[src/rtl/sparse_act_pkg.sv]
package sparse_act_pkg;

    typedef enum logic [2:0] {
        ST_SCAN  = 3'd0,
        ST_HELD  = 3'd1,
        ST_PAD   = 3'd2,
        ST_LAST  = 3'd3,
        ST_EMPTY = 3'd4
    } rle_state_e;

endpackage

[src/rtl/act_clamp.sv]
module act_clamp #(
    parameter int IN_W  = 24,
    parameter int VAL_W = 16
) (
    input  logic [IN_W-1:0]  din,
    output logic [VAL_W-1:0] dout,
    output logic             is_zero
);

    generate
        if (IN_W >= VAL_W) begin : g_sat
            localparam logic [IN_W-1:0] LIM = IN_W'((1 << (VAL_W - 1)) - 1);
            always_comb begin
                if (din[IN_W-1]) begin
                    dout = '0;
                end else if (din > LIM) begin
                    dout = VAL_W'(LIM);
                end else begin
                    dout = din[VAL_W-1:0];
                end
            end
        end else begin : g_wide
            always_comb begin
                dout = din[IN_W-1] ? '0 : VAL_W'(din);
            end
        end
    endgenerate

    assign is_zero = (dout == '0);

endmodule

[src/rtl/tile_pos.sv]
module tile_pos #(
    parameter int TILE = 64
) (
    input  logic clk,
    input  logic rst_n,
    input  logic adv,
    input  logic first,
    output logic is_end
);

    localparam int PW = (TILE > 1) ? $clog2(TILE) : 1;
    localparam logic [PW-1:0] LAST_POS = PW'(TILE - 1);

    logic [PW-1:0] pos;
    logic [PW-1:0] eff_pos;

    assign eff_pos = first ? '0 : pos;
    assign is_end  = (eff_pos == LAST_POS);

    always_ff @(posedge clk) begin
        if (!rst_n) begin
            pos <= '0;
        end else if (adv) begin
            pos <= is_end ? '0 : PW'(eff_pos + 1'b1);
        end
    end

endmodule

[src/rtl/sparse_act_rle.sv]
module sparse_act_rle
    import sparse_act_pkg::*;
#(
    parameter int TILE_W = 8,
    parameter int TILE_H = 8,
    parameter int IN_W   = 24,
    parameter int VAL_W  = 16,
    parameter int GAP_W  = 4,
    localparam int TILE  = TILE_W * TILE_H,
    localparam int CW    = $clog2(TILE + 1)
) (
    input  logic             clk,
    input  logic             rst_n,
    input  logic             in_valid,
    output logic             in_ready,
    input  logic [IN_W-1:0]  in_data,
    input  logic             in_first,
    output logic             out_valid,
    input  logic             out_ready,
    output logic [VAL_W-1:0] out_value,
    output logic [GAP_W-1:0] out_gap,
    output logic             out_last,
    output logic [CW-1:0]    out_count
);

    localparam int unsigned PAD_RUN = 1 << GAP_W;
    localparam int unsigned PAD_TWO = 2 * PAD_RUN;

    rle_state_e state, state_n;

    logic [CW-1:0]    zrun;
    logic             hold_vld;
    logic [VAL_W-1:0] hold_val;
    logic [GAP_W-1:0] hold_gap;
    logic [VAL_W-1:0] new_val;
    logic             new_end;
    logic [CW-1:0]    ent_cnt;

    logic [VAL_W-1:0] cl_val;
    logic             cl_zero;
    logic             pos_end;
    logic             acc;
    logic             fire;

    logic [CW-1:0]    base_z;
    logic             base_h;
    logic [CW-1:0]    base_c;
    logic             base_long;
    logic             zrun_long;
    logic             zrun_two;
    logic [CW-1:0]    zrun_less;

    act_clamp #(
        .IN_W (IN_W),
        .VAL_W(VAL_W)
    ) clamp_i (
        .din    (in_data),
        .dout   (cl_val),
        .is_zero(cl_zero)
    );

    tile_pos #(
        .TILE(TILE)
    ) pos_i (
        .clk   (clk),
        .rst_n (rst_n),
        .adv   (acc),
        .first (in_first),
        .is_end(pos_end)
    );

    assign acc  = in_valid && (state == ST_SCAN);
    assign fire = out_valid && out_ready;

    // A tile start wipes the running tile state before the element is used
    assign base_z    = in_first ? '0 : zrun;
    assign base_h    = !in_first && hold_vld;
    assign base_c    = in_first ? '0 : ent_cnt;
    assign base_long = (32'(base_z) >= PAD_RUN);
    assign zrun_long = (32'(zrun) >= PAD_RUN);
    assign zrun_two  = (32'(zrun) >= PAD_TWO);
    assign zrun_less = CW'(32'(zrun) - PAD_RUN);

    // State register
    always_ff @(posedge clk) begin
        if (!rst_n) begin
            state <= ST_SCAN;
        end else begin
            state <= state_n;
        end
    end

    // Next-state decision
    always_comb begin
        state_n = state;
        unique case (state)
            ST_SCAN: begin
                if (acc) begin
                    if (cl_zero) begin
                        if (pos_end) begin
                            state_n = base_h ? ST_LAST : ST_EMPTY;
                        end
                    end else if (base_h) begin
                        state_n = ST_HELD;
                    end else if (base_long) begin
                        state_n = ST_PAD;
                    end else begin
                        state_n = pos_end ? ST_LAST : ST_SCAN;
                    end
                end
            end
            ST_HELD: begin
                if (fire) begin
                    if (zrun_long) begin
                        state_n = ST_PAD;
                    end else begin
                        state_n = new_end ? ST_LAST : ST_SCAN;
                    end
                end
            end
            ST_PAD: begin
                if (fire && !zrun_two) begin
                    state_n = new_end ? ST_LAST : ST_SCAN;
                end
            end
            ST_LAST, ST_EMPTY: begin
                if (fire) begin
                    state_n = ST_SCAN;
                end
            end
            default: state_n = ST_SCAN;
        endcase
    end

    // Output decode
    always_comb begin
        in_ready  = 1'b0;
        out_valid = 1'b0;
        out_value = '0;
        out_gap   = '0;
        out_last  = 1'b0;
        out_count = '0;
        unique case (state)
            ST_SCAN: begin
                in_ready = 1'b1;
            end
            ST_HELD: begin
                out_valid = 1'b1;
                out_value = hold_val;
                out_gap   = hold_gap;
                out_count = CW'(ent_cnt + 1'b1);
            end
            ST_PAD: begin
                out_valid = 1'b1;
                out_gap   = '1;
                out_count = CW'(ent_cnt + 1'b1);
            end
            ST_LAST: begin
                out_valid = 1'b1;
                out_value = hold_val;
                out_gap   = hold_gap;
                out_last  = 1'b1;
                out_count = CW'(ent_cnt + 1'b1);
            end
            ST_EMPTY: begin
                out_valid = 1'b1;
                out_last  = 1'b1;
            end
            default: begin
                in_ready = 1'b0;
            end
        endcase
    end

    // Tile datapath: pending zeros, held entry, entry numbering
    always_ff @(posedge clk) begin
        if (!rst_n) begin
            zrun     <= '0;
            hold_vld <= 1'b0;
            hold_val <= '0;
            hold_gap <= '0;
            new_val  <= '0;
            new_end  <= 1'b0;
            ent_cnt  <= '0;
        end else begin
            case (state)
                ST_SCAN: begin
                    if (acc) begin
                        ent_cnt <= base_c;
                        if (cl_zero) begin
                            zrun     <= CW'(base_z + 1'b1);
                            hold_vld <= base_h;
                        end else begin
                            new_val <= cl_val;
                            new_end <= pos_end;
                            if (base_h || base_long) begin
                                zrun     <= base_z;
                                hold_vld <= base_h;
                            end else begin
                                hold_vld <= 1'b1;
                                hold_val <= cl_val;
                                hold_gap <= GAP_W'(base_z);
                                zrun     <= '0;
                            end
                        end
                    end
                end
                ST_HELD: begin
                    if (fire) begin
                        ent_cnt <= CW'(ent_cnt + 1'b1);
                        if (zrun_long) begin
                            hold_vld <= 1'b0;
                        end else begin
                            hold_vld <= 1'b1;
                            hold_val <= new_val;
                            hold_gap <= GAP_W'(zrun);
                            zrun     <= '0;
                        end
                    end
                end
                ST_PAD: begin
                    if (fire) begin
                        ent_cnt <= CW'(ent_cnt + 1'b1);
                        if (zrun_two) begin
                            zrun <= zrun_less;
                        end else begin
                            hold_vld <= 1'b1;
                            hold_val <= new_val;
                            hold_gap <= GAP_W'(zrun_less);
                            zrun     <= '0;
                        end
                    end
                end
                ST_LAST, ST_EMPTY: begin
                    if (fire) begin
                        hold_vld <= 1'b0;
                        zrun     <= '0;
                        ent_cnt  <= '0;
                    end
                end
                default: begin
                    hold_vld <= 1'b0;
                end
            endcase
        end
    end

endmodule

[config.mk]
export PLATFORM = sky130hd
export DESIGN_NAME = sparse_act_rle
export DESIGN_NICKNAME = d
export VERILOG_FILES = /design/src/rtl/sparse_act_pkg.sv /design/src/rtl/act_clamp.sv /design/src/rtl/tile_pos.sv /design/src/rtl/sparse_act_rle.sv
export SDC_FILE = /design/constraint.sdc
export NUM_CORES = 1
export LEC_CHECK = 0
export CORE_MARGIN = 4
export CORE_UTILIZATION = 58
export DETAILED_ROUTE_END_ITERATION = 8
export PLACE_DENSITY = 0.93
export SETUP_SLACK_MARGIN = 0.3
export SLEW_MARGIN = 20
export SYNTH_ARGS = -nofsm -noshare
export SYNTH_HDL_FRONTEND = slang
export SYNTH_SLANG_ARGS = --single-unit
[constraint.sdc]
create_clock -name clk -period 5.5 [get_ports clk]
set_input_delay 0.825 -clock clk [delete_from_list [all_inputs] [get_ports clk]]
set_output_delay 0.825 -clock clk [all_outputs]
set_load 0.03 [all_outputs]
### Word-level counts from Yosys, hierarchy flattened

Index checks and enable logic that the tools add are counted.

* register bits after elaboration: 61
* output and inout port bits: 30
* logic and storage cells: 120

* add/subtract/negate cells: 4
* $lt $le $gt $ge: 4
* equality and inequality tests: 17
* muxes and demuxes: 62
* bitwise operators: 1
* reductions and logical operators: 23

Operator list (count)
* $mux 16: 10
* $mux 7: 13
* $pmux 16 s3: 1
* $mux 4: 7
* $pmux 7 s4: 1
* $gt 24x15->1 const B: 1
* $mux 3: 7
* $pmux 7 s3: 1
* $ne 2x2->1 const B: 9
* $logic_not 16->1: 1
* $reduce_and 5->1: 3
* $add 7x1->7 const B: 2
* $ge 7x5->1 const B: 2
* $mux 6: 2
* $pmux 3 s4: 1
* $pmux 4 s3: 1
* $mux 1: 11
* $mux 2: 5
* $pmux 4 s2: 1
* $reduce_and 8->1: 1
* $ge 7x6->1 const B: 1
* $sub 7x5->7 const B: 1
* $add 6x1->6 const B: 1
* $eq 3x2->1 const B: 2
* 18 further kinds: 26

### Logic depth before layout (Yosys ltp)

Gate-level depths: netlist of the first run.

* depth after elaboration: 8
* depth in mapped cells: 10
* gate-level depth less buffers: 9

### Modules after synthesis

A second synthesis of the first run with hierarchy kept.

* cells, all modules: 476
* area, all modules: 3880.0 um^2

By module, submodules not included
* sparse_act_rle: instances 1, cells each 385, area each 3225.6 um^2, seq. area each 1101.1 um^2
* tile_pos: instances 1, cells each 44, area each 345.3 um^2, seq. area each 120.1 um^2
* act_clamp: instances 1, cells each 47, area each 309.0 um^2, seq. area each 0.0 um^2

### Worst setup path before layout of the first run

OpenSTA, ideal clock, no wires.

* path kind: input-to-reg
* from: input port in_first
* to: register state[2]
* library setup time: 0.115 ns
* data arrival time: 2.369 ns
* data required time: 5.385 ns
* slack: 3.017 ns
* stages: 9
* buffers on the path: 2
* cells stage by stage: clkbuf_1 > nor2b_1 > ha_1 > and3_1 > and4_1 > clkbuf_1 > and2_1 > and4_1 > o21a_1

* cells in the longest elaborated chain, start to end: 7

RTL lines
* start: declaration: line sparse_act_rle.sv:17 `input logic in_first,`
* $logic_not 1->1: line sparse_act_rle.sv:77 `assign base_h = !in_first && hold_vld;`
* $logic_and 1x1->1: line sparse_act_rle.sv:77
* $mux 3: line sparse_act_rle.sv:101 `state_n = base_h ? ST_LAST : ST_EMPTY;`
* $mux 3: line sparse_act_rle.sv:100 `if (pos_end) begin`
* $mux 3: line sparse_act_rle.sv:99 `if (cl_zero) begin`
* $mux 3: line sparse_act_rle.sv:98 `if (acc) begin`
* $pmux 3 s4: line sparse_act_rle.sv:96 `unique case (state)`
* end signal: assignment: line sparse_act_rle.sv:89 `state <= state_n;`
* end: declaration: line sparse_act_rle.sv:29 `rle_state_e state, state_n;`

Several ways; a longest one is shown, not always the timed one. The select of a mux whose other input is x is not followed.
A chain may end at the register's enable or synchronous reset.

### Worst setup path after layout of the first run

* from: register state[2]
* to: output port out_count[4]

* cells in the longest elaborated chain, start to end: 3

RTL lines
* $eq 3x2->1 or $eq 3x1->1 (tied branches): line sparse_act_rle.sv:143 `unique case (state)`
* $reduce_or 3->1 (no source line) (*)
* $mux 7 (*)
* end: declaration: line sparse_act_rle.sv:23 `output logic [CW-1:0] out_count`

Mark *: on every way between the ends. The rest lies on a longest branch, timed or not.

==> flow_summary.ini, run 1 <==
[status]
status = finished, final reports clean

[clock_tree]
clockBufferDepth = 2
htreeDepth = 3
cts_resized = 0
cts_sinks = 61
clk_pin_slew_ps = 80
clkLatencyLatePin_ps = 360
cts_tree = done
cts_setup_buffers = 0
ctsHoldBuffers = 0
cts-root-buf = clkbuf_8
cts_inserted_buffers = 9

[detailed_routing]
ant_nets = 0
wl_um = 10300
first_iter_violations = 483
viasPerCell = 6.43
drtPass1Iterations = 5
wl_per_cell_um = 16.9
dr_total_vias = 3921
drcViolationCount = 0

[pwr]
peakVddDrop_v = 0.000160
power_density_mw_per_mm2 = 214
p_leak_uw = 0.00174

[critical_path]
worst_path_max_delay_cell = clkinv_1
cp_cell_sequence = clkinv_1, nand2_1, nor2_1, clkdlybuf4s50_1
start_kind = flop
worstPathArrival_ps = 3000
rrSetupSlack_ps = 2960
critPathLaunch = state[2]
cp_num_buf_inv = 2
r2r-start = state[2]
reg2reg_depth = 5
cpPeakStageDelay_ps = 700
crit_family = buffers and inverters
crit_required_ps = 4680
crit_fanout = 27
critPathKind = reg2out
crit_path_end_kind = output port
regToRegEndpoint = hold_val[8]

[yosys]
synth_edf_count = 0
syn_inst = 493
synthTopCellsByCount = nand2_1, dfxtp_1, a21oi_1
yosysWarnings = 0
async_flop_share = 0
synth_cell_type_count = 64
avgSynthCellArea_um2 = 7.85
netlist.top_cell.by_area = dfxtp_1
synthTopCellsByArea = dfxtp_1, nand2_1, mux2i_1
synth_ff_type = dfxtp_1
synth_seq_area_share = 0.316
ys_seq_elements = 61
synth.most_common_cell = nand2_1
syn_area_mm2 = 0.00387
netlist.area_leader.share = 0.316
syn_nets = 528

[cells_and_area]
fill_cells = 499
antenna_cells = 0
drive_gt1_frac = 0.0694
area_growth_pct = 17.3
design_area_mm2 = 0.00454
layout.nets = 563
fin_util = 0.707

[sta]
setup_viol = 0
final_max_slew_viol_count = 0
timing.fmax_ghz = 0.262
relSlewSlack = 0.316
finalClockSkew_ps = 14.4
worst_pin_slew_ps = 1020
rsz0062_at_grt = false
fin_hold_ws_ps = 458
min_period_ps = 3820
hold_viol = 0
period_share = 0.695
fin_tns_setup_ps = 0

[place]
dp_hpwl_um = 7300
portBuffers = 58
place.gp.congestion = 0.944
place_area_mm2 = 0.00436

[grt]
grt_overflow = 0
grt_pass1_wl_um = 16900
first_global_vias = 3532
antenna_found_initial = 0
grt_max_degree = 55
grtUsageTotal = 0.271

[floorplanning]
placementRows = 29
initial_core_util = 0.602
die_h_um = 89.7
pin_count = 59
die_x_um = 89.7
die-area_mm2 = 0.00804
core_area_mm2 = 0.00642

[hold_path]
hp-class = reg2reg
min-delay-start = new_val[5]
whs_path_depth = 2
min_delay_worst_endpoint = new_val[5]

[run]
maxCapViolations = 0
[stage by stage]
| step | cells | setup slack (ps) | power [uW] |
|---|---|---|---|
| 6_report | 610 | 1680 | 969 |
| 5_1_grt | 610 | 1450 | 999 |
| 4_1_cts | 610 | 1710 | 969 |
| 3_5_place_dp | 594 | 2080 | 607 |
| 3_3_place_gp | 594 | 2190 | 603 |
| 2_1_floorplan | 493 | 3020 | 566 |
[per-layer routing]
metal	vias to the layer above	global-route usage	routed length [um]
li1	1873	-	-
met1	1807	0.373	4470
met2	205	0.422	4700
met3	36	0.0383	810
met4	0	0.123	316
met5	-	0	0
[registers in the layout, indices dropped and copies added (netlist names)]
signal     cells
hold_val      16
new_val       16
ent_cnt        7
zrun           7
pos_i.pos      6
hold_gap       4
state          3
hold_vld       1
new_end        1
[layout by cell type (no fill, tap or decap), types with 9 or more instances in the layout]
| master | n |
|---|---|
| nand2_1 | 69 |
| dfxtp_1 | 61 |
| clkdlybuf4s50_1 | 58 |
| a21oi_1 | 36 |
| nor2_1 | 35 |
| and3_1 | 25 |
| mux2i_1 | 23 |
| o21ai_0 | 20 |
| nor4_1 | 18 |
| or3_1 | 16 |
| inv_1 | 15 |
| o2bb2ai_1 | 15 |
| nand3_1 | 11 |
| clkbuf_8 | 9 |
[where the power goes]
| part | switching, uW | total (uW) | internal, uW |
|---|---|---|---|
| clock | 201 | 369 | 167 |
| sequential | 9.62 | 466 | 457 |
| combinational | 79.4 | 134 | 54.7 |
[area by class of cell]
type	count	area, um2	share of cell area
inverter	16	60.1	0.0132
tap	77	96.3	0.0212
clock inverter	7	57.6	0.0127
sequential	61	1220	0.269
multi-input combinational	377	2360	0.520
clock buffer	9	124	0.0273
timing repair buffer	63	618	0.136
[logic make-up (layout without fill, tap and decap cells)]
| kind of cell | after synthesis | in the layout | synth area share |
|---|---|---|---|
| AO/OA/AOI/OAI | 120 | 120 | 0.211 |
| flip-flops | 61 | 61 | 0.316 |
| buffers and inverters | 55 | 95 | 0.0741 |
| AND/OR/NAND/NOR | 220 | 220 | 0.302 |
| XOR/XNOR | 7 | 7 | 0.0158 |
| multiplexers | 24 | 24 | 0.0624 |
| adder cells (fa/ha/maj) | 6 | 6 | 0.0194 |
[tightest hold or removal path, cell delays in order (launching register included)]
cell and delay [ps]:
dfxtp_1 310, nand2_1 50, a21oi_1 50
[how the worst max path moves through the flow]
stage	end	slack, ps	depth (start not counted)
detailed placement	out_count[4]	2080	4
global placement	out_count[5]	2190	4
floorplan	state[2]	3020	9
CTS	out_count[4]	1710	4
finish	out_count[4]	1680	4
global route	out_count[4]	1450	4
Power figures use the tool's default switching activity.
==> inputs of run 2 (changes only) <==
--- a/config.mk
+++ b/config.mk
@@ -6,9 +6,9 @@
 export NUM_CORES = 1
 export LEC_CHECK = 0
 export CORE_MARGIN = 4
-export CORE_UTILIZATION = 58
+export CORE_UTILIZATION = 55
 export DETAILED_ROUTE_END_ITERATION = 8
-export PLACE_DENSITY = 0.93
+export PLACE_DENSITY = 0.89
 export SETUP_SLACK_MARGIN = 0.3
 export SLEW_MARGIN = 20
 export SYNTH_ARGS = -nofsm -noshare
==> constraint.sdc (replaced) <==
create_clock -name clk -period 3.8 [get_ports clk]
set_input_delay 0.57 -clock clk [delete_from_list [all_inputs] [get_ports clk]]
set_output_delay 0.57 -clock clk [all_outputs]
set_load 0.03 [all_outputs]
==> run 2 against run 1 <==
  * Largest cell class unchanged
  * Critical endpoint is now out_gap[2]
  * Critical path type unchanged
  * Sequential cell count unchanged
  * Via count increased by 0.74%
  * Critical path depth unchanged
  * Clock skew decreased by 7.2 ps
==> flow_summary.ini, run 2 (synthesis gave the netlist of run 1 again) <==
[pwr]
peakVddDrop_v = 0.000168
p_leak_uw = 0.00176
p_switching_uw = 387
p_seq_frac = 0.462
pwr-share-comb = 0.134
power_frac_clock = 0.404
power_density_mw_per_mm2 = 318
netSwitchingFraction = 0.265
internal-power_uw = 1070
p_total_uw = 1460

[grt]
antenna_found_initial = 0
first_global_vias = 3581
grtUsageTotal = 0.252
met1_usage = 0.337
met2_usage = 0.401
top_usage_layer = met2
grt_max_degree = 45
use_met3 = 0.0418
grt_overflow = 0
grt_pass1_wl_um = 17400

[critical_path]
cpPeakStageDelay_ps = 730
worst_path_max_delay_cell = dfxtp_1
start_kind = flop
crit_path_end_kind = output port
cp_num_buf_inv = 1
crit_required_ps = 3230
crit_family = flip-flops
cp_cell_sequence = or2_2, nand2_1, a21oi_1, clkdlybuf4s50_1
crit_fanout = 18
worstPathArrival_ps = 2540
critPathKind = reg2out

[clock_tree]
htreeDepth = 3
cts_inserted_buffers = 9
cts_tree = done
clkLatencyLatePin_ps = 350
cts_sinks = 61
ctsHoldBuffers = 0
clockBufferDepth = 2
cts_resized = 0
cts_setup_buffers = 0
cts-root-buf = clkbuf_8
clk_pin_slew_ps = 70

[cells_and_area]
layout.nets = 565
multiInputGateArea_mm2 = 0.00236
mostFrequentLayoutCell = nand2_1
fin_util = 0.673
fill_cells = 582
most-common-layout-cells = nand2_1, dfxtp_1, clkdlybuf4s50_1
regArea_mm2 = 0.00122
drive_gt1_frac = 0.0712
reg.largest.list = hold_val: 16 flops, new_val: 16 flops
antenna_cells = 0
area_growth_pct = 18.8

[floorplanning]
core_area_mm2 = 0.00683
die-area_mm2 = 0.00844
initial_core_util = 0.566
pin_count = 59
die_x_um = 91.9
placementRows = 30
die_h_um = 91.9

[detailed_routing]
viasPerCell = 6.27
wl_um = 10500
ant_nets = 0
dr_total_vias = 3950
wl_per_cell_um = 16.7
drcViolationCount = 0
first_iter_violations = 454
drtPass1Iterations = 6

[sta]
setup_viol = 0
relSlewSlack = 0.334
hold_viol = 0
min_period_ps = 3110
worst_pin_slew_ps = 998
rsz0062_at_grt = false
fin_tns_setup_ps = 0
final_max_slew_viol_count = 0
period_share = 0.817
finalClockSkew_ps = 7.25
timing.fmax_ghz = 0.322

[place]
portBuffers = 58
place.gp.congestion = 0.980
dp_hpwl_um = 7290

[status]
status = finished, final reports clean

[hold_path]
hp-class = reg2reg

[run]
maxCapViolations = 0
run 2: cell types whose count changed in the layout (fill, tap and decap cells not counted):
cell	change
buf_4	+2
clkbuf_8	+2
clkinv_2	+2
clkinv_4	-2
clkinvlp_4	-2
inv_6	-2
bufinv_16	+1
run 2: power groups by stage:
stage	clock (uW)	sequential (uW)	combinational [uW]
6_report	590	674	196
5_1_grt	619	676	212
4_1_cts	595	674	193
3_5_place_dp	0	688	191
3_3_place_gp	0	687	186
2_1_floorplan	0	684	135
run 2: final cells by class:
cell class                      instances  area share
Sequential cell                        61       0.266
Multi-Input combinational cell        377       0.514
Timing Repair Buffer                   65       0.138
Clock inverter                          4      0.0103
Tap cell                               96      0.0261
Inverter                               16      0.0131
Clock buffer                           11      0.0330
run 2: metrics by stage:
step           hold WS, ps  area, um2  worst slack [ps]  instances
3_3_place_gp           442       4400               833        615
6_report               457       4590               695        630
5_1_grt                470       4590               551        630
4_1_cts                457       4590               712        630
2_1_floorplan          424       3870              1570        493
3_5_place_dp           447       4400               741        615
run 2: path summary, 6_finish.rpt:
kind | from | to | slack (ps) | cells after the start
worst min-delay path | hold_val[8] | hold_val[8] | 460 | 2
worst max-delay path | state[1] | out_gap[2] | 690 | 4
worst max register to register | zrun[5] | hold_val[13] | 1340 | 7
worst min register to register | hold_val[8] | hold_val[8] | 460 | 2
run 2: worst register-to-register path: cells and delay by family, from the launching register on:
family                   cells  cell delay [ps]
AO/OA/AOI/OAI                3             1070
AND/OR/NAND/NOR              1              450
flip-flops                   1              360
multiplexers                 1              250
adder cells (fa/ha/maj)      1              140
buffers and inverters        1              110
run 2: layer usage:
layer,part of all wire,vias to the layer above
met4,0.025,0
met1,0.43,1834
li1,-,1870
met2,0.46,209
met5,0,-
met3,0.082,37
==> inputs of run 3 (changes only) <==
--- a/config.mk
+++ b/config.mk
@@ -6,9 +6,9 @@
 export NUM_CORES = 1
 export LEC_CHECK = 0
 export CORE_MARGIN = 4
-export CORE_UTILIZATION = 55
+export CORE_UTILIZATION = 49
 export DETAILED_ROUTE_END_ITERATION = 8
-export PLACE_DENSITY = 0.89
+export PLACE_DENSITY = 0.84
 export SETUP_SLACK_MARGIN = 0.3
 export SLEW_MARGIN = 20
 export SYNTH_ARGS = -nofsm -noshare
==> constraint.sdc (replaced) <==
create_clock -name clk -period 2.5 [get_ports clk]
set_input_delay 0.375 -clock clk [delete_from_list [all_inputs] [get_ports clk]]
set_output_delay 0.375 -clock clk [all_outputs]
set_load 0.03 [all_outputs]
==> run 3 against run 2 <==
  * Clock power is 65% higher
  * Die area up 11%
  * Largest cell class unchanged
  * Sequential power up 53%
  * Critical path type is now reg2reg
  * Non-clock buffer count is 28 higher
  * Combinational power is 66% higher
  * Sequential share of layout area is 1.4 points lower
==> flow_summary.ini, run 3 (synthesis gave the netlist of run 1 again) <==
[grt]
grt_pass1_wl_um = 18500
first_global_vias = 3722
antenna_found_initial = 0
grt_max_degree = 35
grtUsageTotal = 0.237
grt_overflow = 0

[cells_and_area]
fin_util = 0.631
drive_gt1_frac = 0.161
reg.largest.list = hold_val: 16 flops, new_val: 16 flops
layout.nets = 594
area_growth_pct = 25.3
design_area_mm2 = 0.00485
mostFrequentLayoutCell = nand2_1
most-common-layout-cells = nand2_1, dfxtp_1, a21oi_1
antenna_cells = 0

[clock_tree]
clkLatencyLatePin_ps = 350
clk_pin_slew_ps = 80
clockBufferDepth = 2
ctsHoldBuffers = 0
cts_sinks = 61
cts_tree = done
cts-root-buf = clkbuf_8
htreeDepth = 3
cts_inserted_buffers = 9

[pwr]
internal-power_uw = 1670
peakVddDrop_v = 0.000294
netSwitchingFraction = 0.281
p_seq_frac = 0.441
p_total_uw = 2320
p_leak_uw = 0.00203
pwr-share-comb = 0.140
power_frac_clock = 0.418
p_switching_uw = 652
power_density_mw_per_mm2 = 479

[critical_path]
critPathKind = reg2reg
crit_fanout = 10
crit_path_end_kind = flop
rrSetupSlack_ps = 310
crit_required_ps = 2730
start_kind = flop
worstPathArrival_ps = 2420

[place]
portBuffers = 58
place.gp.congestion = 0.982
place_area_mm2 = 0.00461
dp_hpwl_um = 8170

[run]
maxCapViolations = 0

[sta]
rsz0062_at_grt = true
timing.fmax_ghz = 0.456
fin_tns_setup_ps = 0
fin_hold_ws_ps = 457
setup_viol = 0
finalClockSkew_ps = 10.8
period_share = 0.876
hold_viol = 0
final_max_slew_viol_count = 0
worst_pin_slew_ps = 859
min_period_ps = 2190
relSlewSlack = 0.421

[detailed_routing]
drcViolationCount = 0
wl_um = 11300
wl_per_cell_um = 17.0
first_iter_violations = 441
dr_total_vias = 4020
viasPerCell = 6.04
ant_nets = 0
drtPass1Iterations = 5

[floorplanning]
core_area_mm2 = 0.00769
initial_core_util = 0.503
placementRows = 32
die_x_um = 96.9
die_h_um = 96.9
pin_count = 59
die-area_mm2 = 0.00938

[hold_path]
hp-class = reg2reg

[status]
status = finished, final reports clean
[run 3: changes by cell type in the layout (fill, tap and decap cells not counted), sizes merged]
cell and delta:
clkinvlp -1, dlymetal6s2s +1, clkdlybuf4s15 +4, inv +3, dlygate4sd2 +20, clkbuf +5, clkdlybuf4s50 -31, clkinv -1
buf +29, a211o +1
[run 3: what timing repair did]
item	in CTS	in global routing
endpoints found under the setup margin	51	39
buffers inserted	0	1
pin swaps	1	4
gates resized for setup	43	24
gates cloned	1	0
[run 3: power by group through the flow]
stage               clock network, uW  registers (uW)  logic [uW]
finish                            971            1030         326
detailed placement                  0            1050         312
global placement                    0            1050         307
CTS                               976            1020         317
floorplan                           0            1040         205
global route                     1030            1030         353
[run 3: through the flow]
step,instances,worst slack (ps)
CTS,665,76.6
global route,666,196
finish,666,309
global placement,648,56.9
floorplan,493,467
detailed placement,648,-100
[run 3: worst paths after layout]
path,startpoint,end,cells past startpoint
max,zrun[4],hold_val[15],6
min,hold_val[1],hold_val[1],2
min reg2reg,hold_val[1],hold_val[1],2
max reg2reg,zrun[4],hold_val[15],6
[run 3: layout make-up]
| type | instances | area, um2 |
|---|---|---|
| clock buffer | 11 | 151 |
| clock inverter | 5 | 65.1 |
| fill | 690 | 2840 |
| inverter | 16 | 60.1 |
| multi-input combinational | 378 | 2430 |
| sequential | 61 | 1220 |
| tap | 102 | 128 |
| timing repair buffer | 93 | 796 |
[run 3: critical path: stages, from the launching register on]
cell and delay, ps:
dfxtp_1 320, buf_4 150, or3_4 400, o21ai_1 350
o211ai_1 250, a211o_4 460, mux2i_1 150
[run 3: routing by layer]
| layer | routed length (um) | global-route usage | up-vias |
|---|---|---|---|
| met2 | 5230 | 0.374 | 193 |
| met1 | 4870 | 0.326 | 1872 |
| met3 | 972 | 0.0440 | 27 |
| met4 | 273 | 0.0788 | 0 |
| li1 | - | - | 1928 |
| met5 | 0 | 0 | - |
